## src/rtl/fwp_pkg.sv

```systemverilog
package fwp_pkg;
  localparam int WORD_W = 32;
  localparam int SMP_W  = 16;

  typedef logic [WORD_W-1:0] word_t;
  typedef logic [SMP_W-1:0]  smp_t;

  typedef struct packed {
    logic rd;
    logic wr;
  } hit_t;
endpackage

```

## src/rtl/fwp_fifo.sv

```systemverilog
module fwp_fifo #(
  parameter int W  = 32,
  parameter int AW = 3
) (
  input  logic         clk_i,
  input  logic         rst_ni,
  input  logic         flush_i,
  input  logic         push_i,
  input  logic [W-1:0] din_i,
  input  logic         pop_i,
  output logic [W-1:0] dout_o,
  output logic         full_o,
  output logic         empty_o,
  output logic         drop_o
);
  localparam int DEPTH = 1 << AW;
  localparam logic [AW:0] CNT_FULL = (AW+1)'(DEPTH);

  logic [W-1:0]  mem [DEPTH];
  logic [AW-1:0] wr_ptr, rd_ptr;
  logic [AW:0]   cnt;
  logic          do_push, do_pop;

  assign full_o  = (cnt == CNT_FULL);
  assign empty_o = (cnt == '0);
  assign do_push = push_i & ~full_o;
  assign do_pop  = pop_i & ~empty_o;
  assign drop_o  = push_i & full_o;
  assign dout_o  = mem[rd_ptr];

  always_ff @(posedge clk_i) begin
    if (do_push && !flush_i) mem[wr_ptr] <= din_i;
  end

  always_ff @(posedge clk_i or negedge rst_ni) begin
    if (!rst_ni) begin
      wr_ptr <= '0;
      rd_ptr <= '0;
      cnt    <= '0;
    end else if (flush_i) begin
      wr_ptr <= '0;
      rd_ptr <= '0;
      cnt    <= '0;
    end else begin
      if (do_push) wr_ptr <= wr_ptr + 1'b1;
      if (do_pop)  rd_ptr <= rd_ptr + 1'b1;
      case ({do_push, do_pop})
        2'b10:   cnt <= cnt + 1'b1;
        2'b01:   cnt <= cnt - 1'b1;
        default: cnt <= cnt;
      endcase
    end
  end
endmodule

```

## src/rtl/fwp_packer.sv

```systemverilog
module fwp_packer
  import fwp_pkg::*;
(
  input  logic  clk_i,
  input  logic  rst_ni,
  input  logic  flush_i,
  input  logic  smp_valid_i,
  input  smp_t  smp_data_i,
  output logic  word_valid_o,
  output word_t word_o
);
  logic phase_q;  // 1: odd channel held, waiting for even
  smp_t hi_q;

  always_ff @(posedge clk_i or negedge rst_ni) begin
    if (!rst_ni) begin
      phase_q <= 1'b0;
      hi_q    <= '0;
    end else if (flush_i) begin
      phase_q <= 1'b0;
    end else if (smp_valid_i) begin
      phase_q <= ~phase_q;
      if (!phase_q) hi_q <= smp_data_i;
    end
  end

  assign word_valid_o = smp_valid_i & phase_q & ~flush_i;
  assign word_o       = {hi_q, smp_data_i};
endmodule

```

## src/rtl/fwp_decode.sv

```systemverilog
module fwp_decode
  import fwp_pkg::*;
#(
  parameter int                ADDR_W   = 32,
  parameter int                WIN_LOG2 = 18,
  parameter logic [ADDR_W-1:0] WIN_BASE = 32'h0010_0000
) (
  input  logic [ADDR_W-1:0] addr_i,
  input  logic              rd_i,
  input  logic              wr_i,
  output hit_t              hit_o
);
  localparam int TAG_W = ADDR_W - WIN_LOG2;
  localparam logic [TAG_W-1:0] BASE_TAG = WIN_BASE[ADDR_W-1:WIN_LOG2];

  logic in_win;
  assign in_win   = (addr_i[ADDR_W-1:WIN_LOG2] == BASE_TAG);
  assign hit_o.rd = rd_i & in_win;
  assign hit_o.wr = wr_i & in_win;
endmodule

```

## src/rtl/fifo_window_port.sv

```systemverilog
module fifo_window_port
  import fwp_pkg::*;
#(
  parameter int          ADDR_W    = 32,
  parameter int          WIN_LOG2  = 18,
  parameter logic [31:0] WIN_BASE  = 32'h0010_0000,
  parameter int          SMP_AW    = 3,
  parameter int          DIAG_AW   = 2
) (
  input  logic              clk_i,
  input  logic              rst_ni,
  input  logic [ADDR_W-1:0] bus_addr_i,
  input  logic              bus_rd_i,
  input  logic              bus_wr_i,
  input  logic [31:0]       bus_wdata_i,
  output logic [31:0]       bus_rdata_o,
  input  logic              smp_valid_i,
  input  logic [15:0]       smp_data_i,
  input  logic              ptr_rst_i,
  output logic              overflow_o,
  output logic              underflow_o,
  input  logic              diag_pop_i,
  output logic [31:0]       diag_data_o,
  output logic              diag_empty_o
);
  hit_t  hit;
  logic  word_valid;
  word_t word;
  word_t smp_head;
  logic  smp_full, smp_empty, smp_drop;
  logic  diag_full, diag_drop;

  fwp_decode #(
    .ADDR_W  (ADDR_W),
    .WIN_LOG2(WIN_LOG2),
    .WIN_BASE(ADDR_W'(WIN_BASE))
  ) u_dec (
    .addr_i(bus_addr_i),
    .rd_i  (bus_rd_i),
    .wr_i  (bus_wr_i),
    .hit_o (hit)
  );

  fwp_packer u_pack (
    .clk_i       (clk_i),
    .rst_ni      (rst_ni),
    .flush_i     (ptr_rst_i),
    .smp_valid_i (smp_valid_i),
    .smp_data_i  (smp_data_i),
    .word_valid_o(word_valid),
    .word_o      (word)
  );

  fwp_fifo #(.W(WORD_W), .AW(SMP_AW)) u_smp_fifo (
    .clk_i  (clk_i),
    .rst_ni (rst_ni),
    .flush_i(ptr_rst_i),
    .push_i (word_valid),
    .din_i  (word),
    .pop_i  (hit.rd),
    .dout_o (smp_head),
    .full_o (smp_full),
    .empty_o(smp_empty),
    .drop_o (smp_drop)
  );

  fwp_fifo #(.W(WORD_W), .AW(DIAG_AW)) u_diag_fifo (
    .clk_i  (clk_i),
    .rst_ni (rst_ni),
    .flush_i(ptr_rst_i),
    .push_i (hit.wr),
    .din_i  (bus_wdata_i),
    .pop_i  (diag_pop_i),
    .dout_o (diag_data_o),
    .full_o (diag_full),
    .empty_o(diag_empty_o),
    .drop_o (diag_drop)
  );

  always_ff @(posedge clk_i or negedge rst_ni) begin
    if (!rst_ni) begin
      bus_rdata_o <= '0;
      overflow_o  <= 1'b0;
      underflow_o <= 1'b0;
    end else if (ptr_rst_i) begin
      overflow_o  <= 1'b0;
      underflow_o <= 1'b0;
    end else begin
      if (hit.rd) begin
        bus_rdata_o <= smp_empty ? '0 : smp_head;
        if (smp_empty) underflow_o <= 1'b1;
      end
      if (smp_drop) overflow_o <= 1'b1;
    end
  end

  logic unused_ok;
  assign unused_ok = smp_full ^ diag_full ^ diag_drop;
endmodule

```

## config.mk

```make
export PLATFORM = sky130hd
export DESIGN_NAME = fifo_window_port
export DESIGN_NICKNAME = d
export VERILOG_FILES = /design/src/rtl/fwp_pkg.sv /design/src/rtl/fwp_fifo.sv /design/src/rtl/fwp_packer.sv /design/src/rtl/fwp_decode.sv /design/src/rtl/fifo_window_port.sv
export SDC_FILE = /design/constraint.sdc
export NUM_CORES = 1
export LEC_CHECK = 0
export ABC_AREA = 1
export BUFFER_PORTS_ARGS = -buffer_cell sky130_fd_sc_hd__buf_2
export CAP_MARGIN = 0
export CORE_UTILIZATION = 55
export DETAILED_ROUTE_END_ITERATION = 16
export GPL_ROUTABILITY_DRIVEN = 0
export PLACE_DENSITY_LB_ADDON = 0.3
export SLEW_MARGIN = 20
export SYNTH_ARGS = -nofsm -noshare
export SYNTH_HDL_FRONTEND = slang
export SYNTH_SLANG_ARGS = --single-unit
```

## constraint.sdc

```tcl
create_clock -name clk_i -period 8.81 [get_ports clk_i]
set_input_delay 0 -clock clk_i [delete_from_list [all_inputs] [get_ports clk_i]]
set_output_delay 0 -clock clk_i [all_outputs]
set_load 0.02 [all_outputs]
```

Word-level counts from Yosys, hierarchy flattened. Memory sizes are Yosys's and may differ from the RTL's. Index checks and enable logic that the tools add are counted.

Flip-flop bits (word level): 68. Memory bits (writable): 384. Bits of input ports: 87. Output and inout port bits: 67. Memories: 2.

Memory list: u_smp_fifo.mem (words 8, bits a word 32, read ports 1, clocked after Yosys merged registers in 0, wr ports 1, RTL line fwp_fifo.sv:19) `logic [W-1:0] mem [DEPTH];`; u_diag_fifo.mem (words 4, bits a word 32, read ports 1, clocked after Yosys merged registers in 0, wr ports 1, RTL line fwp_fifo.sv:19).

$add $sub $neg: 8. Equal/unequal tests: 7. Muxes and demuxes: 24. Bitwise gates (word level): 15. Reductions and logical operators: 18.

Operator list (count): two-way mux 32 bit (1); nonzero test 2 bit (8); two-way mux 3 bit (5); == test 14 x 3 -> 1 bit (second input constant) (1); two-way mux 1 bit (11); adder 3 x 1 -> 3 bit (second input constant) (3); bitwise AND 1 bit (9); two-way mux 2 bit (4); case mux 4 bit (2 select lines) (1); inverter 1 bit (6); case mux 3 bit (2 select lines) (1); nonzero test 3 bit (2); adder 2 x 1 -> 2 bit (second input constant) (2); adder 4 x 1 -> 4 bit (second input constant) (1); == test 2 x 1 -> 1 bit (second input constant) (2); == test 2 bit (second input constant) (2); == test 4 bit (second input constant) (1); logical NOT 4 bit (1); two-way mux 4 bit (1); AND reduction 2 bit (2); subtractor 4 x 1 -> 4 bit (second input constant) (1); == test 3 bit (second input constant) (1); logical NOT 3 bit (1); AND reduction 3 bit (1); 3 further kinds (4).

Depth between registers and ports, before layout. Gate-level depths: netlist of the first run.

Word-level depth: 6. Mapped depth: 16. Mapped depth without buffers: 16.

Hierarchy. From an unflattened synthesis of the first run, not the netlist that was laid out.

Cells, all modules: 1525. Area, all modules: 18307.6 um^2.

Modules (own cells, without submodules): fwp_fifo (u_smp_fifo) (times used 1, cells an instance 822, area an instance 10511.3 um^2, seq. area each 7937.6 um^2); fwp_fifo (u_diag_fifo) (times used 1, cells an instance 380, area an instance 5306.3 um^2, seq. area each 4018.9 um^2); fifo_window_port (times used 1, cells an instance 213, area an instance 1560.2 um^2, seq. area each 850.8 um^2); fwp_packer (times used 1, cells an instance 92, area an instance 859.6 um^2, seq. area each 425.4 um^2); fwp_decode (times used 1, cells an instance 18, area an instance 70.1 um^2, seq. area each 0.0 um^2).

Worst setup path after synthesis of the first run. No wires, ideal clock.

Kind: register to register. From: reg u_smp_fifo.cnt[0]. To: mem u_smp_fifo.mem[6][0], enable pin. Library setup time: 0.461 ns. Data arrival time: 3.085 ns. Required time: 8.349 ns. Slack: 5.264 ns. Stages on the path, launching flop included: 7. Path buffers: 0. Period minus slack after synthesis: 3.546 ns. Path through: dfrtp_1 nor2_1 nand3_1 nand2_1 inv_1 nand2_1 nor3_1.

Longest elaborated chain between the ends: 6.

Ends and longest elaborated chain: start, declared (RTL line fwp_fifo.sv:21) `logic [AW:0] cnt;`; start signal, assigned (RTL line fwp_fifo.sv:48) `2'b10: cnt <= cnt + 1'b1;`; start signal, assigned (RTL line fwp_fifo.sv:49) `2'b01: cnt <= cnt - 1'b1;`; start signal, assigned (RTL line fwp_fifo.sv:50) `default: cnt <= cnt;`; == test 4 bit (RTL line fwp_fifo.sv:24) `assign full_o = (cnt == CNT_FULL);`; inverter 1 bit (RTL line fwp_fifo.sv:26) `assign do_push = push_i & ~full_o;`; bitwise AND 1 bit (RTL line fwp_fifo.sv:26); logical AND 1 bit (RTL line fwp_fifo.sv:32) `if (do_push && !flush_i) mem[wr_ptr] <= din_i;`; two-way mux 1 bit (RTL line fwp_fifo.sv:32); two-way mux 1 bit (implied by the code) (RTL line fwp_fifo.sv:32); end, declared (RTL line fwp_fifo.sv:19).

Every way passes these cells.

Final worst setup path of the first run.
From: reg u_smp_fifo.rd_ptr[1]. To: reg u_smp_fifo.rd_ptr[1].

Longest elaborated chain between the ends: 3.

Ends and longest elaborated chain: start, declared (RTL line fwp_fifo.sv:20) `logic [AW-1:0] wr_ptr, rd_ptr;`; start signal, assigned (RTL line fwp_fifo.sv:46) `if (do_pop) rd_ptr <= rd_ptr + 1'b1;`; adder 3 x 1 -> 3 bit (RTL line fwp_fifo.sv:46); two-way mux 3 bit (RTL line fwp_fifo.sv:46); two-way mux 3 bit (RTL line fwp_fifo.sv:40) `end else if (flush_i) begin`.

Every way passes these cells. The select of a mux whose other input is x is not followed. A chain may end at the register's enable or synchronous reset.

==> reports/results.txt, run 1 <==
Yosys top cell area share - 65.2%
Largest net degree at the start of global routing - 75
Die Area - 32900 um^2
Slew Limit Fails - 0
Sequential fraction of the synthesis area - 74.8%
Post-Syn Area - 17700 um^2
Buf/Inv on CP - 4
Sink Count - 452
Critical R2R Launch - u_smp_fifo.rd_ptr[1]
Via-to-Cell Ratio - 5.77
Yosys top cell by area - edfxtp_1
Worst Hold Class - input port to asynchronous set/reset pin
Most frequent CP cell - buf_4
Seq. cell area - 13200 um^2
Die H - 181 um
Ys Warns - 0
Mapped Cells - 1323
Non-filler cells in the finished layout - 1943
Req. time, crit path - 9.30 ns
R2R depth - 5
Total number of vias - 11200
Nature of the critical path endpoint - register
Number of global-route vias before repair - 11200
Fill cell count - 2293
I/O Buffers - 135
Clock Tree Root - clkbuf_16
ANT nets after route - 0
CTS Buf Count - 44
Initial core utilization - 55.9%
GRT overflow - 0
Max_cap viols - 0
CP peak stage delay - 1.04 ns
Leakage - 7.89 nW
Reg-to-reg critical path endpoint - u_smp_fifo.rd_ptr[1]
CP Class - register to register
Net Count, Synth - 1419
WP data arrival - 4.17 ns
Core Area - 31600 um^2
CP Cell Sequence - buf_4, inv_1, buf_4, o31ai_1, dlygate4sd3_1
Post-CTS Setup Inserts - 0
Hpwl dp - 20800 um
Final-report hold violation count - 19
Failing checks - negative hold slack
Layout area overhead - 17.6%
Avg Inst Size Synth - 13.4 um^2
Pre-antenna DRT Iters - 5
Startpoint Class - register
Final wirelength - 39500 um
H-tree levels - 2
Status - finished, violations left
RSZ-0062 raised after global routing - no
Fmax - 272 MHz
Clk pin slew, worst setup/hold paths - 0.06 ns
CTS tree - built
CP Max Fanout - 38
Reg2reg setup slack - 5.13 ns
FP Rows - 65
Worst-Margin Slew - 1.06 ns
Setup TNS - 0 ns
Slew headroom - 29.2%
Skew final - 0.0206 ns
Dpl cells - 1804
Final Critical Period - 3.68 ns
DRT iter0 DRCs - 988
Yosys cell types - 35
Clock latency on the worst-skew pair - 0.55 ns
Pwr/cell area - 234 nW/um^2
Multi-input logic area - 4020 um^2
Layout cells sized above 1 - 19.1%
VDD IR-drop max - 0.000176 V
Global-route wire length before repair - 61800 um
Min Hold Slack - -0.0150 ns
Flops & latches, synth - 452
Clock buffer depth - 3
DRC - 0
Die Width - 181 um
Nets - 1600
Area contributors post-synth - edfxtp_1 65%, dfrtp_1 9.6%, o21ai_0 5.2%
Crit-path leading delay family - buffers and inverters
Count of final setup violators - 0
Post-DR wirelength/cell - 20.3 um
Final period util - 41.8%
Initial antenna violation count - 1
Slowest CP cell - dfrtp_1
Total track usage - 24.4%
Ports - 154
==> how the worst max path moves through the flow <==
stage	endpoint	cells past startpoint	slack, ns	from
2_1_floorplan	u_smp_fifo.mem[6][0]	6	5.26	u_smp_fifo.cnt[0]
3_3_place_gp	bus_rdata_o[23]	8	5.41	u_smp_fifo.rd_ptr[1]
3_5_place_dp	bus_rdata_o[26]	8	5.37	u_smp_fifo.rd_ptr[1]
4_1_cts	u_smp_fifo.rd_ptr[1]	5	5.20	u_smp_fifo.rd_ptr[1]
5_1_grt	u_smp_fifo.rd_ptr[1]	5	4.96	u_smp_fifo.rd_ptr[1]
6_report	u_smp_fifo.rd_ptr[1]	5	5.13	u_smp_fifo.rd_ptr[1]
==> cells in the final DEF (no fill, tap or decap), types with 2 or more instances in the layout <==
master         instances
nor2_1               209
mux2_2                16
o21a_1                 2
o21ai_1               21
inv_1                 34
nand2_1              102
clkinv_1               4
o21ai_0              185
a21oi_2               29
buf_4                 22
ha_1                   8
dlygate4sd3_1         56
nand2_4                3
nor3_2                 2
edfxtp_1             384
bufinv_16              8
dfrtp_2                2
a21o_1                32
nor2_2                 6
a21oi_1                8
clkinv_2               5
o22ai_1               97
nand2_2                3
nand3_1               16
buf_2                134
nor2_4                 8
clkbuf_8               3
clkbuf_1              16
nand3_2                2
dfrtp_1               65
clkbuf_16             45
inv_6                  2
==> power breakdown <==
group          switching [mW]  internal [mW]
Combinational           0.304          0.154
Clock                   0.768           1.21
Sequential             0.0599           2.38
Total                    1.13           3.74
==> cells in the mapped netlist <==
library cell and n:
nand2_2 3, a21oi_2 29, o21ai_0 185, o21a_1 2
a21o_1 32, dfrtp_1 68, o22ai_1 97, edfxtp_1 384
nand3_1 17, fa_1 1, inv_1 34, o31ai_1 1
clkinv_1 1, o21ai_1 21, nand3_2 1, nor3_1 3
nor3_4 1, buf_1 3, mux2_2 16, buf_6 8
a21oi_1 8, ha_1 8, buf_2 11, nand2_1 102
nor2_4 2, nand3b_1 1, nand2_4 3, xnor2_1 1
buf_4 5, nor2_1 219, nand4_1 1, xor2_1 1
nor2_2 2, clkbuf_1 50, inv_2 2
==> metal layers <==
| metal | share of wire, % | track usage [%] | vias up | wire length, um |
|---|---|---|---|---|
| met5 | 0 | 0 | - | 0 |
| met2 | 50 | 42.4 | 417 | 19600 |
| met3 | 6.3 | 3.39 | 70 | 2500 |
| met1 | 42 | 32.7 | 5527 | 16500 |
| li1 | - | - | 5197 | - |
| met4 | 2.1 | 6.20 | 0 | 827 |
==> registers in the layout (all words and copies together) (netlist names) <==
signal,cells
u_smp_fifo.mem,256
u_diag_fifo.mem,128
bus_rdata_o,32
u_pack.hi_q,16
u_smp_fifo.cnt,4
u_diag_fifo.cnt,3
u_smp_fifo.rd_ptr,3
u_smp_fifo.wr_ptr,3
u_diag_fifo.rd_ptr,2
u_diag_fifo.wr_ptr,2
overflow_o,1
u_pack.phase_q,1
underflow_o,1
==> stage by stage <==
step | power (mW) | area (um^2) | hold WS [ns] | worst slack (ns) | util (%)
final | 4.87 | 20800 | -0.0150 | 5.13 | 65.8
after global routing | 5.03 | 20800 | 0.0377 | 4.96 | 65.8
after CTS | 4.89 | 20800 | 0.000182 | 5.20 | 65.8
after detailed placement | 2.92 | 18700 | 0.00484 | 5.37 | 59.2
after global placement | 2.90 | 18700 | 0.00122 | 5.41 | 59.2
after floorplan | 2.75 | 17700 | -0.296 | 5.26 | -
==> cells by family after synthesis <==
kind of cell               after synthesis  synth area share, %
and+or+nand+nor                        355                 8.09
muxes                                   16                 1.02
DFF                                    452                 74.8
buffers and inverters                  114                 2.94
xor gates and xnor gates                 2               0.0990
AOI/OAI and AO/OA                      375                 12.4
adders and majority gates                9                0.679
==> worst register-to-register path, delay by kind of cell (launching register included) <==
family          cells  cell delay, ns
buf+inv             4            2.28
flops               1            1.04
compound gates      1            0.30
==> cell type report <==
cell class / instances / share of cell area (%)
Clock inverter: 18 / 1.43
Tap cell: 402 / 2.42
Clock buffer: 64 / 5.90
Multi-Input combinational cell: 757 / 19.3
Sequential cell: 452 / 63.6
Inverter: 37 / 0.673
Timing Repair Buffer: 212 / 6.71
Antenna cell: 1 / 0.0120
==> repair_timing <==
| action | in CTS | in global routing |
|---|---|---|
| endpoints found under the hold margin | 310 | 0 |
| resized for setup | 0 | 0 |
| hold buffers | 56 | 0 |
No activity file was read; power rests on OpenSTA's default activity.
==> run 2: changes to the inputs <==
CORE_UTILIZATION = 53   (was 55)
clock period = 3.35 ns   (was 8.81 ns; I/O delays follow)
==> reports/results.txt, run 2 (same netlist as run 1, synthesis figures left out) <==
Worst-Margin Slew - 1.05 ns
Slew Limit Fails - 0
Top flop regs - u_smp_fifo.mem x256, u_diag_fifo.mem x128, bus_rdata_o x32
ANT nets after route - 0
Fill cell count - 2415
Switching part of the total - 23.8%
H-tree levels - 2
I/O Buffers - 135
Final wirelength - 39700 um
Failing checks - negative hold slack
Clock latency on the worst-skew pair - 0.54 ns
FP Rows - 66
Pwr/cell area - 605 nW/um^2
Post-CTS Setup Inserts - 0
Ports - 154
Switch Pwr - 3.02 mW
Initial core utilization - 54.1%
Reg power frac - 50.5%
Skew final - 0.0172 ns
Max reg flops - 256
Die Width - 185 um
Total number of vias - 11300
Die H - 185 um
Startpoint Class - register
Clk pwr share - 39.7%
WP data arrival - 2.96 ns
Worst Hold Class - input port to asynchronous set/reset pin
Most flop-heavy register - u_smp_fifo.mem
Max_cap viols - 0
Fmax - 395 MHz
Resized Gates After CTS - 0
Pint - 9.66 mW
Finished Cell Area - 21000 um^2
CP Max Fanout - 44
Layout area overhead - 18.5%
Final period util - 75.5%
Largest net degree at the start of global routing - 67
Most common cell after layout, fill and taps aside - edfxtp_1
Clock buffer depth - 3
Nature of the critical path endpoint - register
Req. time, crit path - 3.78 ns
Min Hold Slack - -0.0114 ns
DRT iter0 DRCs - 994
Core Area - 32700 um^2
Clk pin slew, worst setup/hold paths - 0.06 ns
CTS Buf Count - 45
Logic pwr share - 9.8%
CTS tree - built
Layout cells sized above 1 - 19.6%
Status - finished, violations left
Fin util - 64.1%
Setup TNS - 0 ns
Nets - 1607
Number of global-route vias before repair - 11300
Count of final setup violators - 0
Pre-antenna DRT Iters - 5
Slew headroom - 29.7%
Sink Count - 452
GRT overflow - 0
Clock Tree Root - clkbuf_16
RSZ-0062 raised after global routing - no
Post-DR wirelength/cell - 19.9 um
Hpwl dp - 21400 um
Setup slack at placement - 0.880 ns
Post-placement cell area - 18900 um^2
Global-route wire length before repair - 61400 um
Initial antenna violation count - 0
Final-report hold violation count - 7
Final worst setup slack - 0.821 ns
Leakage - 7.96 nW
Final Critical Period - 2.53 ns
DRC - 0
CP Class - register to register
VDD IR-drop max - 0.000542 V
Die Area - 34100 um^2
Total track usage - 23.7%
Commonest non-fill, non-tap cells in the layout - 384 x edfxtp_1, 209 x nor2_1, 185 x o21ai_0
Via-to-Cell Ratio - 5.65
## run 2: cell types whose count changed in the layout (fill, tap and decap cells not counted), moves of 2 or more
| cell | delta |
|---|---|
| buf_12 | +5 |
| buf_4 | +2 |
| bufinv_16 | -3 |
| clkbuf_1 | -8 |
| clkinv_1 | +7 |
| clkinvlp_4 | +3 |
| nor3_2 | -2 |
| nor3_4 | +2 |
## run 2: layout make-up
cell class	count	area (um^2)	share of cell area, %
clock buffer	57	1220	5.83
timing repair buffer	218	1500	7.16
inverter	37	140	0.668
antenna	1	2.50	0.0119
sequential	452	13200	63.1
multi-input combinational	757	4030	19.2
clock inverter	27	288	1.37
tap	442	553	2.64
## run 2: metrics by stage
| step | power, mW | cells |
|---|---|---|
| 2_1_floorplan | 7.23 | 1323 |
| 3_3_place_gp | 7.65 | 1851 |
| 3_5_place_dp | 7.70 | 1851 |
| 4_1_cts | 12.7 | 1990 |
| 5_1_grt | 13.1 | 1990 |
| 6_report | 12.7 | 1991 |
## run 2: what timing repair did
action                                 in CTS  in global routing
endpoints found under the hold margin     323                  0
setup endpoints to repair                   0                  0
hold buffers                               55                  0
## run 2: routing by layer
metal / wire length, um / vias up / track usage, %
met1: 16400 / 5588 / 30.6
li1: - / 5211 / -
met5: 0 / - / 0
met2: 19800 / 404 / 41.4
met3: 2610 / 56 / 3.71
met4: 880 / 0 / 7.37
## run 2: power groups by stage
stage                     Combinational, mW  Clock, mW  Sequential, mW
final                                  1.24       5.04            6.40
after global routing                   1.36       5.34            6.41
after floorplan                       0.762          0            6.46
after global placement                 1.14          0            6.51
after CTS                              1.24       5.10            6.40
after detailed placement               1.18          0            6.52
## run 2: critical path: stages, from the launching register on
cell      delay [ns]
dfrtp_4         0.62
clkinv_2        0.62
buf_4           0.44
o21ai_0         0.22
o22ai_1         0.12
nand2_1         0.09
a21oi_2         0.09
a21o_1          0.20
## run 2: final timing paths
path                       cells past startpoint            startpoint                    to  slack, ns
hold / removal                                 2                rst_ni       bus_rdata_o[28]      -0.01
setup / recovery                               7  u_smp_fifo.rd_ptr[0]       bus_rdata_o[21]       0.82
min in group clk_i                             8        bus_addr_i[30]  u_smp_fifo.rd_ptr[2]       0.07
max in group asynchronous                      3                rst_ni        bus_rdata_o[9]       2.45
hold reg to reg                                1        bus_rdata_o[5]        bus_rdata_o[5]       0.47
setup reg to reg                               7  u_smp_fifo.rd_ptr[0]       bus_rdata_o[21]       0.82
==> run 3: changes to the inputs <==
clock period = 2.25 ns   (was 3.35 ns; I/O delays follow)
==> reports/results.txt, run 3 (same netlist as run 1, synthesis figures left out) <==
CTS tree - built
Core Area - 32700 um^2
Layout area overhead - 20.2%
CP peak stage delay - 0.39 ns
Final period util - 88.3%
Ports - 154
Setup TNS - 0 ns
Initial antenna violation count - 1
Clock buffer depth - 3
Clk pin slew, worst setup/hold paths - 0.06 ns
Total number of vias - 11300
DRT iter0 DRCs - 1006
Slowest CP cell - dfrtp_2
Slew headroom - 64.1%
Pwr/cell area - 887 nW/um^2
Total track usage - 23.6%
ANT nets after route - 0
CTS Buf Count - 45
Top flop regs - u_smp_fifo.mem x256, u_diag_fifo.mem x128, bus_rdata_o x32
CP Max Fanout - 24
Skew final - 0.0181 ns
Die Area - 34100 um^2
Nature of the critical path endpoint - output port
Leakage - 8.08 nW
Via-to-Cell Ratio - 5.67
Number of global-route vias before repair - 11100
Multi-input logic area - 4030 um^2
Dpl cells - 1859
Hpwl dp - 21500 um
Post-DR wirelength/cell - 19.8 um
I/O Buffers - 135
Req. time, crit path - 2.25 ns
Crit-path leading delay family - buffers and inverters
Final-report hold violation count - 0
Clock Tree Root - clkbuf_16
Worst-Margin Slew - 0.538 ns
GRT overflow - 0
Largest net degree at the start of global routing - 72
Final Critical Period - 1.99 ns
FP Rows - 66
Pre-antenna DRT Iters - 5
Non-filler cells in the finished layout - 2000
Status - finished, final reports clean
VDD IR-drop max - 0.000707 V
Pwr Total - 18.9 mW
Setup slack at placement - 0.284 ns
Die H - 185 um
Nets - 1617
Seq. cell area - 13200 um^2
Global-route wire length before repair - 61100 um
Slew Limit Fails - 0
Worst Hold Class - input port to register
WP data arrival - 1.99 ns
Max_cap viols - 0
Initial core utilization - 54.1%
Most flop-heavy register - u_smp_fifo.mem
RSZ-0062 raised after global routing - no
DRC - 0
Post-placement cell area - 19200 um^2
CP Cell Sequence - clkinv_2, buf_4, o21ai_0, o22ai_1, buf_2
Fin util - 65.1%
Layout cells sized above 1 - 20.0%
Fill cell count - 2352
Commonest non-fill, non-tap cells in the layout - 384 x edfxtp_1, 209 x nor2_1, 185 x o21ai_0
Die Width - 185 um
CP Class - register to output port
Sink Count - 452
Fmax - 503 MHz
Min Hold Slack - 0.0455 ns
Final worst setup slack - 0.263 ns
Startpoint Class - register
Final wirelength - 39500 um
Count of final setup violators - 0
H-tree levels - 2
Max reg flops - 256
Finished Cell Area - 21300 um^2
Clock latency on the worst-skew pair - 0.56 ns
Most common cell after layout, fill and taps aside - edfxtp_1
Buf/Inv on CP - 3
[run 3: cell types whose count changed in the layout (fill, tap and decap cells not counted), moves of 2 or more]
cell,change
clkinv_1,-5
clkinvlp_4,-2
dlygate4sd3_1,+2
clkbuf_1,+3
clkinv_2,+3
buf_4,-11
clkbuf_8,+3
buf_12,+18
clkinv_16,+2
[run 3: path summary, 6_finish.rpt]
check	startpoint	to	slack, ns	cells past startpoint
max in group asynchronous	rst_ni	bus_rdata_o[28]	0.58	4
min	bus_addr_i[31]	u_smp_fifo.rd_ptr[2]	0.05	8
max reg2reg	u_diag_fifo.cnt[0]	u_diag_fifo.cnt[2]	0.29	10
min in group asynchronous	rst_ni	bus_rdata_o[30]	0.50	3
min reg2reg	bus_rdata_o[14]	bus_rdata_o[14]	0.47	1
max	u_diag_fifo.rd_ptr[0]	diag_data_o[5]	0.26	5
[run 3: timing repair]
action                                  in CTS  in global routing
endpoints found under the hold margin      350                  0
gates resized for setup                      1                  1
setup buffers                                0                  0
hold buffers                                57                  0
endpoints found under the setup margin      21                  2
[run 3: final cells by class]
| cell class | instances | area share [%] |
|---|---|---|
| Sequential cell | 452 | 62.2 |
| Multi-Input combinational cell | 757 | 18.9 |
| Timing Repair Buffer | 228 | 8.51 |
| Clock buffer | 62 | 5.87 |
| Tap cell | 442 | 2.60 |
| Clock inverter | 21 | 1.21 |
| Inverter | 37 | 0.664 |
| Antenna cell | 1 | 0.0118 |
[run 3: where the power goes]
group / total (mW) / switching, mW / internal (mW)
logic: 1.88 / 1.23 / 0.648
registers: 9.54 / 0.209 / 9.33
clock network: 7.45 / 3.06 / 4.38
[run 3: worst min-delay path, cell delays in order]
cell,delay [ns]
buf_2,0.08
nor2_2,0.04
nand2_1,0.09
nor3_4,0.06
nand2_2,0.07
nor2_4,0.05
a21oi_1,0.11
nor2_1,0.05
[run 3: metal layers]
layer	global-route usage [%]	wire (um)	part of all wire (%)
met1	30.7	16200	41
met2	41.0	19800	50
met3	4.03	2780	7.0
met4	6.64	792	2.0
met5	0	0	0
